$ cat src/rtl/i2cfe_pkg.sv
package i2cfe_pkg;
    localparam int HOST_AW = 6;
    localparam int WORD_W  = 32;

    localparam logic [HOST_AW-1:0] OFS_FIFO  = 6'h00;
    localparam logic [HOST_AW-1:0] OFS_CMD   = 6'h04;
    localparam logic [HOST_AW-1:0] OFS_MODE  = 6'h08;
    localparam logic [HOST_AW-1:0] OFS_WMARK = 6'h0C;
    localparam logic [HOST_AW-1:0] OFS_STAT  = 6'h1C;
    localparam logic [HOST_AW-1:0] OFS_ESTAT = 6'h20;
    localparam logic [HOST_AW-1:0] OFS_PBUSY = 6'h28;

    localparam logic [WORD_W-1:0] MODE_KEEP  = 32'hFFFF_FC0F;
    localparam logic [WORD_W-1:0] WMARK_KEEP = 32'h0000_F0F0;
    localparam int PBUSY_CLR_BIT = 31;

    localparam int NUM_ENG_ERR = 6;
    localparam int EI_INV  = 0;
    localparam int EI_PAR  = 1;
    localparam int EI_ACC  = 2;
    localparam int EI_ARB  = 3;
    localparam int EI_NACK = 4;
    localparam int EI_STOP = 5;

    typedef enum logic [1:0] {
        ST_IDLE = 2'd0,
        ST_RESP = 2'd1,
        ST_RST  = 2'd2
    } acc_state_t;

    typedef struct packed {
        logic inv_cmd;
        logic parity;
        logic overrun;
        logic access;
        logic lost_arb;
        logic nack;
        logic stop_err;
    } err_flags_t;

    typedef struct packed {
        logic fifo;
        logic cmd;
        logic mode;
        logic wmark;
        logic err_clear;
        logic pbusy;
    } wr_strobe_t;
endpackage

$ cat src/rtl/i2cfe_ctrl.sv
module i2cfe_ctrl
    import i2cfe_pkg::*;
#(
    parameter int RST_HOLD = 4
) (
    input  logic               clk,
    input  logic               rst_n,
    input  logic               host_req,
    input  logic               host_we,
    input  logic [HOST_AW-1:0] host_addr,
    input  logic [WORD_W-1:0]  rd_word,
    output logic               host_ready,
    output logic               host_rvalid,
    output logic [WORD_W-1:0]  host_rdata,
    output wr_strobe_t         wr_stb,
    output logic               rd_fifo,
    output logic               soft_clr
);
    localparam int RST_CW = (RST_HOLD < 2) ? 1 : $clog2(RST_HOLD);

    acc_state_t        state_q;
    acc_state_t        state_d;
    logic [RST_CW-1:0] rst_cnt_q;
    logic              accept;
    logic              acc_wr;
    logic              acc_rd;

    assign accept = host_req && (state_q == ST_IDLE);
    assign acc_wr = accept && host_we;
    assign acc_rd = accept && !host_we;

    // next-state logic
    always_comb begin
        state_d = state_q;
        unique case (state_q)
            ST_IDLE: begin
                if (acc_wr && (host_addr == OFS_STAT)) state_d = ST_RST;
                else if (acc_rd)                       state_d = ST_RESP;
            end
            ST_RESP: state_d = ST_IDLE;
            ST_RST:  if (rst_cnt_q == '0) state_d = ST_IDLE;
            default: state_d = ST_IDLE;
        endcase
    end

    // state register
    always_ff @(posedge clk or negedge rst_n) begin
        if (!rst_n) state_q <= ST_IDLE;
        else        state_q <= state_d;
    end

    // reset hold counter: preloaded outside ST_RST
    always_ff @(posedge clk or negedge rst_n) begin
        if (!rst_n)                  rst_cnt_q <= RST_CW'(RST_HOLD - 1);
        else if (state_q != ST_RST)  rst_cnt_q <= RST_CW'(RST_HOLD - 1);
        else if (rst_cnt_q != '0)    rst_cnt_q <= rst_cnt_q - 1'b1;
    end

    // read data capture at acceptance
    always_ff @(posedge clk or negedge rst_n) begin
        if (!rst_n)      host_rdata <= '0;
        else if (acc_rd) host_rdata <= rd_word;
    end

    // outputs
    always_comb begin
        host_ready       = (state_q == ST_IDLE);
        host_rvalid      = (state_q == ST_RESP);
        soft_clr         = (state_q == ST_RST);
        wr_stb.fifo      = acc_wr && (host_addr == OFS_FIFO);
        wr_stb.cmd       = acc_wr && (host_addr == OFS_CMD);
        wr_stb.mode      = acc_wr && (host_addr == OFS_MODE);
        wr_stb.wmark     = acc_wr && (host_addr == OFS_WMARK);
        wr_stb.err_clear = acc_wr && (host_addr == OFS_ESTAT);
        wr_stb.pbusy     = acc_wr && (host_addr == OFS_PBUSY);
        rd_fifo          = acc_rd && (host_addr == OFS_FIFO);
    end

    p_read_response_r12: assert property (@(posedge clk) disable iff (!rst_n)
        (host_req && host_ready && !host_we) |=> (host_rvalid && !host_ready))
        else $error("R12: accepted read not answered next cycle");
endmodule

$ cat src/rtl/i2cfe_fifo.sv
module i2cfe_fifo #(
    parameter int DEPTH = 8,
    localparam int PTR_W = $clog2(DEPTH),
    localparam int CNT_W = $clog2(DEPTH + 1)
) (
    input  logic             clk,
    input  logic             rst_n,
    input  logic             flush,
    input  logic             push_host,
    input  logic [7:0]       din_host,
    input  logic             push_eng,
    input  logic [7:0]       din_eng,
    input  logic             pop_host,
    input  logic             pop_eng,
    output logic [7:0]       head,
    output logic [CNT_W-1:0] count,
    output logic             full,
    output logic             empty,
    output logic             host_ovr
);
    logic [7:0]       mem [DEPTH];
    logic [PTR_W-1:0] wr_ptr;
    logic [PTR_W-1:0] rd_ptr;
    logic             push_ok;
    logic             pop_ok;
    logic [7:0]       din;

    assign full     = (count == CNT_W'(DEPTH));
    assign empty    = (count == '0);
    assign push_ok  = (push_host || push_eng) && !full;
    assign pop_ok   = (pop_host || pop_eng) && !empty;
    assign din      = push_host ? din_host : din_eng;
    assign head     = mem[rd_ptr];
    assign host_ovr = (push_host && full) || (pop_host && empty);

    always_ff @(posedge clk) begin
        if (push_ok && !flush) mem[wr_ptr] <= din;
    end

    always_ff @(posedge clk or negedge rst_n) begin
        if (!rst_n) begin
            wr_ptr <= '0;
            rd_ptr <= '0;
            count  <= '0;
        end else if (flush) begin
            wr_ptr <= '0;
            rd_ptr <= '0;
            count  <= '0;
        end else begin
            if (push_ok)
                wr_ptr <= (wr_ptr == PTR_W'(DEPTH - 1)) ? '0 : wr_ptr + 1'b1;
            if (pop_ok)
                rd_ptr <= (rd_ptr == PTR_W'(DEPTH - 1)) ? '0 : rd_ptr + 1'b1;
            count <= count + CNT_W'(push_ok) - CNT_W'(pop_ok);
        end
    end

    p_no_overflow_r4: assert property (@(posedge clk) disable iff (!rst_n)
        count <= CNT_W'(DEPTH))
        else $error("R4: FIFO count above depth");

    p_single_pusher_r4: assert property (@(posedge clk) disable iff (!rst_n)
        !(push_host && push_eng) && !(pop_host && pop_eng))
        else $error("R4: host and engine hit the same FIFO side at once");

    p_full_write_kept_r5: assert property (@(posedge clk) disable iff (!rst_n || flush)
        (full && push_host && !pop_eng) |=> (count == $past(count)))
        else $error("R5: write into full FIFO changed the count");
endmodule

$ cat src/rtl/i2cfe_stat.sv
module i2cfe_stat
    import i2cfe_pkg::*;
(
    input  logic                   clk,
    input  logic                   rst_n,
    input  logic                   soft_clr,
    input  logic                   err_clr,
    input  logic [NUM_ENG_ERR-1:0] eng_err,
    input  logic                   ovr_set,
    input  logic                   pbusy_set,
    input  logic                   pbusy_clr,
    output err_flags_t             errs,
    output logic                   port_busy
);
    err_flags_t set_v;

    always_comb begin
        set_v.inv_cmd  = eng_err[EI_INV];
        set_v.parity   = eng_err[EI_PAR];
        set_v.overrun  = ovr_set;
        set_v.access   = eng_err[EI_ACC];
        set_v.lost_arb = eng_err[EI_ARB];
        set_v.nack     = eng_err[EI_NACK];
        set_v.stop_err = eng_err[EI_STOP];
    end

    // new events win over a clear in the same cycle
    always_ff @(posedge clk or negedge rst_n) begin
        if (!rst_n)        errs <= '0;
        else if (soft_clr) errs <= '0;
        else if (err_clr)  errs <= set_v;
        else               errs <= errs | set_v;
    end

    always_ff @(posedge clk or negedge rst_n) begin
        if (!rst_n)         port_busy <= 1'b0;
        else if (soft_clr)  port_busy <= 1'b0;
        else if (pbusy_set) port_busy <= 1'b1;
        else if (pbusy_clr) port_busy <= 1'b0;
    end

    p_err_sticky_r6: assert property (@(posedge clk) disable iff (!rst_n)
        (errs.nack && !err_clr && !soft_clr) |=> errs.nack)
        else $error("R6: sticky error dropped without a clear");

    p_pbusy_clear_r9: assert property (@(posedge clk) disable iff (!rst_n)
        (pbusy_clr && !pbusy_set) |=> !port_busy)
        else $error("R9: port busy not cleared");
endmodule

$ cat src/rtl/i2c_host_regfile.sv
module i2c_host_regfile
    import i2cfe_pkg::*;
#(
    parameter int         DEPTH     = 8,
    parameter int         NUM_PORTS = 4,
    parameter logic [4:0] VERSION   = 5'd2,
    parameter int         RST_HOLD  = 4
) (
    input  logic        clk,
    input  logic        rst_n,
    input  logic        host_req,
    input  logic        host_we,
    input  logic [5:0]  host_addr,
    input  logic [31:0] host_wdata,
    output logic        host_ready,
    output logic        host_rvalid,
    output logic [31:0] host_rdata,
    output logic        cmd_valid,
    output logic [31:0] cmd_word,
    output logic [15:0] mode_clk_div,
    output logic [5:0]  mode_port,
    output logic        mode_enhanced,
    output logic        mode_diag,
    output logic        mode_pace,
    output logic        mode_wrap,
    output logic        eng_rst,
    input  logic        eng_push,
    input  logic [7:0]  eng_push_data,
    input  logic        eng_pop,
    output logic [7:0]  eng_pop_data,
    output logic        fifo_empty,
    output logic        fifo_full,
    input  logic [5:0]  eng_err,
    input  logic        eng_dat_req,
    input  logic        eng_cmd_comp,
    input  logic        eng_self_busy,
    input  logic        eng_port_busy_set,
    input  logic        scl_in,
    input  logic        sda_in,
    output logic        wm_high,
    output logic        wm_low
);
    localparam int CNT_W = $clog2(DEPTH + 1);
    localparam logic [3:0] MAX_PORT = 4'(NUM_PORTS - 1);

    wr_strobe_t        wr_stb;
    logic              rd_fifo;
    logic              soft_clr;
    logic [WORD_W-1:0] rd_word;
    logic [WORD_W-1:0] mode_q;
    logic [WORD_W-1:0] wm_q;
    logic [CNT_W-1:0]  fifo_cnt;
    logic [7:0]        cnt8;
    logic [7:0]        fifo_head;
    logic              host_ovr;
    err_flags_t        errs;
    logic              port_busy;
    logic [WORD_W-1:0] stat_word;
    logic [WORD_W-1:0] estat_word;

    i2cfe_ctrl #(.RST_HOLD(RST_HOLD)) u_ctrl (
        .clk        (clk),
        .rst_n      (rst_n),
        .host_req   (host_req),
        .host_we    (host_we),
        .host_addr  (host_addr),
        .rd_word    (rd_word),
        .host_ready (host_ready),
        .host_rvalid(host_rvalid),
        .host_rdata (host_rdata),
        .wr_stb     (wr_stb),
        .rd_fifo    (rd_fifo),
        .soft_clr   (soft_clr)
    );

    i2cfe_fifo #(.DEPTH(DEPTH)) u_fifo (
        .clk      (clk),
        .rst_n    (rst_n),
        .flush    (soft_clr),
        .push_host(wr_stb.fifo),
        .din_host (host_wdata[7:0]),
        .push_eng (eng_push),
        .din_eng  (eng_push_data),
        .pop_host (rd_fifo),
        .pop_eng  (eng_pop),
        .head     (fifo_head),
        .count    (fifo_cnt),
        .full     (fifo_full),
        .empty    (fifo_empty),
        .host_ovr (host_ovr)
    );

    i2cfe_stat u_stat (
        .clk      (clk),
        .rst_n    (rst_n),
        .soft_clr (soft_clr),
        .err_clr  (wr_stb.err_clear),
        .eng_err  (eng_err),
        .ovr_set  (host_ovr),
        .pbusy_set(eng_port_busy_set),
        .pbusy_clr(wr_stb.pbusy && host_wdata[PBUSY_CLR_BIT]),
        .errs     (errs),
        .port_busy(port_busy)
    );

    // configuration and command registers
    always_ff @(posedge clk or negedge rst_n) begin
        if (!rst_n) begin
            mode_q    <= '0;
            wm_q      <= '0;
            cmd_word  <= '0;
            cmd_valid <= 1'b0;
        end else if (soft_clr) begin
            mode_q    <= '0;
            wm_q      <= '0;
            cmd_word  <= '0;
            cmd_valid <= 1'b0;
        end else begin
            if (wr_stb.mode)  mode_q   <= host_wdata & MODE_KEEP;
            if (wr_stb.wmark) wm_q     <= host_wdata & WMARK_KEEP;
            if (wr_stb.cmd)   cmd_word <= host_wdata;
            cmd_valid <= wr_stb.cmd;
        end
    end

    assign mode_clk_div  = mode_q[31:16];
    assign mode_port     = mode_q[15:10];
    assign mode_enhanced = mode_q[3];
    assign mode_diag     = mode_q[2];
    assign mode_pace     = mode_q[1];
    assign mode_wrap     = mode_q[0];

    assign eng_rst      = soft_clr;
    assign eng_pop_data = fifo_head;
    assign cnt8         = 8'(fifo_cnt);
    assign wm_high      = (cnt8 >= {4'b0, wm_q[15:12]});
    assign wm_low       = (cnt8 <= {4'b0, wm_q[7:4]});

    always_comb begin
        stat_word        = '0;
        stat_word[31]    = errs.inv_cmd;
        stat_word[30]    = errs.parity;
        stat_word[29]    = errs.overrun;
        stat_word[28]    = errs.access;
        stat_word[27]    = errs.lost_arb;
        stat_word[26]    = errs.nack;
        stat_word[25]    = eng_dat_req;
        stat_word[24]    = eng_cmd_comp;
        stat_word[23]    = errs.stop_err;
        stat_word[19:16] = MAX_PORT;
        stat_word[15]    = |errs;
        stat_word[11]    = scl_in;
        stat_word[10]    = sda_in;
        stat_word[9]     = port_busy;
        stat_word[8]     = eng_self_busy;
        stat_word[7:0]   = cnt8;
    end

    always_comb begin
        estat_word        = '0;
        estat_word[31:24] = 8'(DEPTH);
        estat_word[9]     = wm_high;
        estat_word[8]     = wm_low;
        estat_word[4:0]   = VERSION;
    end

    always_comb begin
        unique case (host_addr)
            OFS_FIFO:  rd_word = fifo_empty ? '0 : {24'b0, fifo_head};
            OFS_CMD:   rd_word = cmd_word;
            OFS_MODE:  rd_word = mode_q;
            OFS_WMARK: rd_word = wm_q;
            OFS_STAT:  rd_word = stat_word;
            OFS_ESTAT: rd_word = estat_word;
            default:   rd_word = '0;
        endcase
    end

    p_reset_clears_r8: assert property (@(posedge clk) disable iff (!rst_n)
        eng_rst |=> (fifo_empty && mode_q == '0 && !port_busy && errs == '0))
        else $error("R8: engine reset did not clear state");
endmodule

$ cat config.mk
export PLATFORM = sky130hd
export DESIGN_NAME = i2c_host_regfile
export DESIGN_NICKNAME = d
export VERILOG_FILES = /design/src/rtl/i2cfe_pkg.sv /design/src/rtl/i2cfe_ctrl.sv /design/src/rtl/i2cfe_fifo.sv /design/src/rtl/i2cfe_stat.sv /design/src/rtl/i2c_host_regfile.sv
export SDC_FILE = /design/constraint.sdc
export NUM_CORES = 1
export LEC_CHECK = 0
export ABC_AREA = 1
export BUFFER_PORTS_ARGS = -buffer_cell sky130_fd_sc_hd__buf_4
export CAP_MARGIN = 20
export CORE_UTILIZATION = 55
export CTS_CLUSTER_SIZE = 25
export DETAILED_ROUTE_END_ITERATION = 10
export PLACE_DENSITY = 0.8
export SETUP_SLACK_MARGIN = 0.02
export SYNTH_ARGS = -nofsm -noshare
export SYNTH_HDL_FRONTEND = slang
export SYNTH_SLANG_ARGS = --single-unit
$ cat constraint.sdc
create_clock -name clk -period 3.35 [get_ports clk]
set_input_delay 0 -clock clk [delete_from_list [all_inputs] [get_ports clk]]
set_output_delay 0 -clock clk [all_outputs]
set_load 0.01 [all_outputs]
### Word level (Yosys, flattened, before mapping)

Memory sizes are Yosys's and may differ from the RTL's.
Index checks and enable logic that the tools add are counted.
W data, S select, Z words.

* register bits after elaboration: 151
* bits in writable memories: 64
* input bits: 64
* output and inout port bits: 106
* memories: 1

Memories
* u_fifo.mem: words 8, bits a word 8, rd ports 1, clocked after Yosys merged registers in 0, wr ports 1, RTL line i2cfe_fifo.sv:21 `logic [7:0] mem [DEPTH];`

* add/sub/neg operators: 5
* $lt $le $gt $ge: 2
* equal/unequal tests: 14
* muxes and demuxes: 30
* bitwise gates (word level): 1
* reduce and logical (&&, ||, !) cells: 38

Operators by type and width (number)
* $mux W32: 6
* $pmux W32 S6: 1
* $mux W3: 6
* $logic_and A1 B1 Y1: 17
* $mux W8: 2
* $mux W7: 2
* $reduce_bool A2 Y1: 7
* $eq A6 B4 Y1 const B: 2
* $eq A6 B6 Y1 const B: 2
* $mux W2: 5
* $or A7 B7 Y7: 1
* $reduce_or A7 Y1: 1
* $add A3 B1 Y3 const B: 2
* $eq A3 B3 Y1 const B: 2
* $eq A6 B3 Y1 const B: 1
* $eq A6 B5 Y1 const B: 1
* $logic_not A6 Y1: 1
* $mux W1: 6
* $add A4 B1 Y4: 1
* $eq A4 B4 Y1 const B: 1
* $ge A4 B4 Y1: 1
* $le A4 B4 Y1: 1
* $logic_not A1 Y1: 4
* $logic_not A2 Y1: 2
* 12 further kinds: 15

### Depth between registers and ports, before layout

* word-level depth: 9
* mapped depth: 14

### Cells and area by module

Synthesis repeated with hierarchy kept, for this count alone.

* cell total of the unflattened synthesis: 1060
* area, all modules: 9105.0 µm²

Modules (own cells, without submodules)
* i2cfe_fifo: times used 1, cells each 397, area each 3684.8 µm², sequential area each 2172.1 µm²
* i2c_host_regfile: times used 1, cells each 444, area each 3537.1 µm², sequential area each 1676.6 µm²
* i2cfe_ctrl: times used 1, cells each 184, area each 1537.7 µm², sequential area each 903.4 µm²
* i2cfe_stat: times used 1, cells each 35, area each 345.3 µm², sequential area each 200.2 µm²

### Worst setup path before layout

OpenSTA, ideal clock, no wires.

* path kind: reg-to-reg
* start point: reg u_fifo.count[2]
* end point: reg u_fifo.count[2]
* data arrival time: 2.489 ns
* setup slack: 0.725 ns
* cell stages (with the launch flop): 13
* clock period less this slack: 2.625 ns
* cell sequence: dfrtp_1 > inv_1 > ha_1 > nor3b_1 > inv_1 > nand2_1 > inv_1 > ha_1 > inv_1 > ha_1 > fa_1 > xnor2_1 > nor2_1

* elaborated cells between the ends (all ways): 9
* those cells by class: add/sub (2); eq/ne (1); mux (1); reduce/logical (5)

RTL lines
* start, declared: RTL line i2cfe_fifo.sv:16 `output logic [CNT_W-1:0] count,`
* start signal, assigned: RTL line i2cfe_fifo.sv:54 `count <= count + CNT_W'(push_ok) - CNT_W'(pop_ok);`
* $logic_not A4 Y1: RTL line i2cfe_fifo.sv:29 `assign empty = (count == '0);`
* named net fifo_empty: RTL line i2c_host_regfile.sv:31 `output logic fifo_empty,`
* $logic_not A1 Y1: RTL line i2cfe_fifo.sv:31 `assign pop_ok = (pop_host || pop_eng) && !empty;`
* $logic_and A1 B1 Y1: RTL line i2cfe_fifo.sv:31
* $sub A4 B1 Y4: RTL line i2cfe_fifo.sv:54
* $mux W4: RTL line i2cfe_fifo.sv:45 `end else if (flush) begin`

The timed path passes the listed nets, and every way through them passes these cells.
A chain may end at the register's enable or synchronous reset.

### Worst setup path in the final report

* start point: reg u_fifo.count[2]
* end point: reg u_fifo.count[2]

* cells in the longest elaborated chain, start to end: 6
* elaborated cells between the ends (all ways): 9
* those cells by class: add/sub (2); eq/ne (1); mux (1); reduce/logical (5)

Ends and longest elaborated chain
* $eq A4 B4 Y1: RTL line i2cfe_fifo.sv:28 `assign full = (count == CNT_W'(DEPTH));`
* $logic_not A1 Y1: RTL line i2cfe_fifo.sv:30 `assign push_ok = (push_host || push_eng) && !full;`
* $logic_and A1 B1 Y1: RTL line i2cfe_fifo.sv:30
* $add A4 B1 Y4: RTL line i2cfe_fifo.sv:54
* $sub A4 B1 Y4 (*): RTL line i2cfe_fifo.sv:54
* $mux W4 (*): RTL line i2cfe_fifo.sv:45

Mark *: on every way between the ends. The rest lies on a longest branch, timed or not.

==> results.ini <==
[outcome]
status = finished, final reports clean

[clocking]
cts.sinks = 185
clock_latency_ns = 0.44
cts_made_buffers = 17
path_clk_slew_ns = 0.06
post_cts.repair.setup_buffers = 0
cts-htree-levels = 4
cts_tree = yes
clockRootBuffer = clkbuf_16
clockBufferDepth = 2

[global_routing]
grt_util_met2_pct = 50.8
grt_first_pass_wirelength_mm = 40.0
first_global_vias = 7610
use_met1_pct = 43.3
antenna_found_initial = 0
grt_use_met3_pct = 7.64
grt_max_degree = 66
grt-busiest-layer = met2
track_usage_pct = 32.5
grt_overflow = 0

[floorplanning]
die-height_um = 128
io_pins = 170
start_util_pct = 56.8
num_rows = 45
dieArea_mm2 = 0.0164
die_w_um = 128
core_area_mm2 = 0.0154

[final_layout]
finalInstanceArea_mm2 = 0.0112
layout_common_cells = 256 x nand2_1, 179 x buf_4, 123 x inv_1
fin_nets = 1279
diodes = 0
fillers = 1075
layout_commonest_cell = nand2_1
drive_above_1_share_pct = 21.6
regArea_mm2 = 0.00495
utilization_pct = 73.1
syn2layout_area_growth_pct = 28.7
multi_input_area_mm2 = 0.00308

[detailed_routing]
dr.pass1.iters = 5
drt_iter0_markers = 988
via_count = 7864
drc_errors = 0
totalWireLength_mm = 25.6
postRouteAntennaNets = 0
viasPerCell = 5.54
wl_per_cell_um = 18.1

[worst_setup_path]
cp_top_family = adder cells
crit_fanout = 4
worstPathCellList = inv_1, ha_1, nor3b_1, inv_1, nand2_1, inv_1, ha_1, inv_1, ha_1, fa_1, xnor2_1, nor2_1
critical_path_class = register to register
cp-start-kind = register
rr_startpoint = u_fifo.count[2]
cp-end-kind = register
slowest_delay_ns = 0.44
crit_slowest_cell = nor3b_1
critPathRequiredTime_ns = 3.67
cp.depth = 12
cpMostUsedCell = inv_1
crit_start = u_fifo.count[2]
r2r_end = u_fifo.count[2]
reg2reg_slack_ns = 0.58
cp-endpoint = u_fifo.count[2]
crit_arrival_ns = 3.09
critPathBufInv = 4
rr_worst_depth = 12

[power]
power_frac_comb_pct = 29.4
p_int_mw = 4.69
pwr-share-clk_pct = 30.0
p_sw_share_pct = 32.7
p_per_area_mw_per_mm2 = 620
seqPwrFrac_pct = 40.6
power_mw = 6.97
power.switching_mw = 2.28
leakagePower_nw = 5.61
peakVddDrop_mv = 0.511

[logic_synthesis]
netlist_instances = 988
ys_seq_area_share_pct = 56.7
avgSynthCellArea_um2 = 8.84
synthFlopType = dfrtp_1
synth_area_mm2 = 0.00873
async_flop_share_pct = 65.4
yosysUniqueCellTypes = 37
syn_nets = 1072
synth_edf_count = 64
yosysWarnings = 0
synth_seq_cells = 185

[timing]
hold_slack_ns = 0.0165
post-route-min-period_ns = 2.77
finalSetupViolCount = 0
grt_setup_unrepaired = false
worst_clock_skew_ns = 0.0117
finalMaxSlewViolations = 0
fin_crit_sh_pct = 82.7
max-slew-margin-rel_pct = 35.8
tightest_slew_ns = 0.953
finalHoldViolCount = 0
setup_tns_ns = 0
max_freq_mhz = 361

[placement]
port_buffers = 169
dpl-instance-area_mm2 = 0.0102
gp_congestion = 0.888
dpl.hpwl_mm = 16.7

[flow_run]
drv_cap = 0

[hold_path]
hold_class = input pin to register

-- worst register-to-register path, stage by stage, from the launching register on --
cell	delay (ns)
dfrtp_1	0.42
inv_1	0.12
ha_1	0.16
nor3b_1	0.44
inv_1	0.11
nand2_1	0.16
inv_1	0.10
ha_1	0.28
inv_1	0.04
ha_1	0.21
fa_1	0.38
xnor2_1	0.18
nor2_1	0.05
-- how the worst min path moves through the flow --
stage                  startpoint                    end  slack (ns)  depth (start not counted)
global route             eng_push       u_fifo.wr_ptr[1]        0.03                          4
CTS                 eng_self_busy   u_ctrl.host_rdata[8]       0.005                          7
detailed placement          rst_n  u_ctrl.host_rdata[24]        0.16                          1
floorplan                   rst_n              cmd_valid       -0.30                          0
global placement            rst_n  u_ctrl.host_rdata[24]        0.15                          1
finish                   eng_push       u_fifo.wr_ptr[0]        0.02                          4
-- layout make-up --
type,count,share of cell area [%]
multi-input cells,632,27.4
clock buffers,21,4.12
clock inverters,11,1.25
repair buffers,228,16.4
flip-flops and latches,185,44.1
well taps,211,2.35
inverters,131,4.37
-- state kept, by name, indices dropped and copies added (netlist names) --
| register | count |
|---|---|
| u_ctrl.rst_cnt_q | 2 |
| mode_q | 26 |
| u_fifo.mem | 64 |
| u_fifo.rd_ptr | 3 |
| u_fifo.wr_ptr | 3 |
| cmd_valid | 1 |
| u_ctrl.host_rdata | 32 |
| u_fifo.count | 4 |
| cmd_word | 32 |
| u_stat.port_busy | 1 |
| u_stat.errs | 7 |
| u_ctrl.state_q | 2 |
| wm_q | 8 |
-- synth_stat cells (all sizes together), types with 2 or more instances --
master	n	area [µm²]
and2	8	50.1
buf	24	149
o21ai	68	355
nor2	89	379
dfrtp	119	2980
edfxtp	64	1920
a21oi	22	121
nand4	9	56.3
or2	17	106
clkbuf	16	60.1
o22ai	25	156
nand2	263	1020
inv	131	492
nand3	103	521
ha	19	238
dfstp	2	52.6
-- per-stage QoR --
step	worst slack [ns]	std cells
final	0.580	1419
after CTS	0.642	1418
after floorplan	0.725	988
after global placement	0.743	1339
after global routing	0.329	1419
after detailed placement	0.668	1339
-- logic make-up (layout without fill, tap and decap cells) --
kind of cell / after synthesis / after routing / share of synthesized area, %
compound gates: 119 / 119 / 7.58
xor+xnor: 2 / 2 / 0.201
fa+ha+maj: 20 / 20 / 2.95
buf+inv: 171 / 391 / 8.02
flops: 185 / 185 / 56.7
simple gates: 491 / 491 / 24.6
-- timing repair --
| action | in CTS | in global routing |
|---|---|---|
| hold endpoints to repair | 140 | 0 |
| resized for setup | 0 | 0 |
| hold buffers | 47 | 0 |
-- layer usage --
layer  up-vias  part of all wire (%)  routed length (µm)
met2       448                    47               11900
met1      3739                    41               10500
met5         -                     0                   0
met4         0                   3.5                 904
met3        77                   8.8                2260
li1       3600                     -                   -
-- power groups by stage --
stage / clock network (mW) / registers, mW / logic (mW)
floorplan: 0 / 2.81 / 1.23
global placement: 0 / 2.89 / 1.84
detailed placement: 0 / 2.89 / 1.89
CTS: 2.09 / 2.85 / 1.97
global route: 2.18 / 2.86 / 2.26
finish: 2.09 / 2.83 / 2.05
Power figures use the tool's default switching activity.
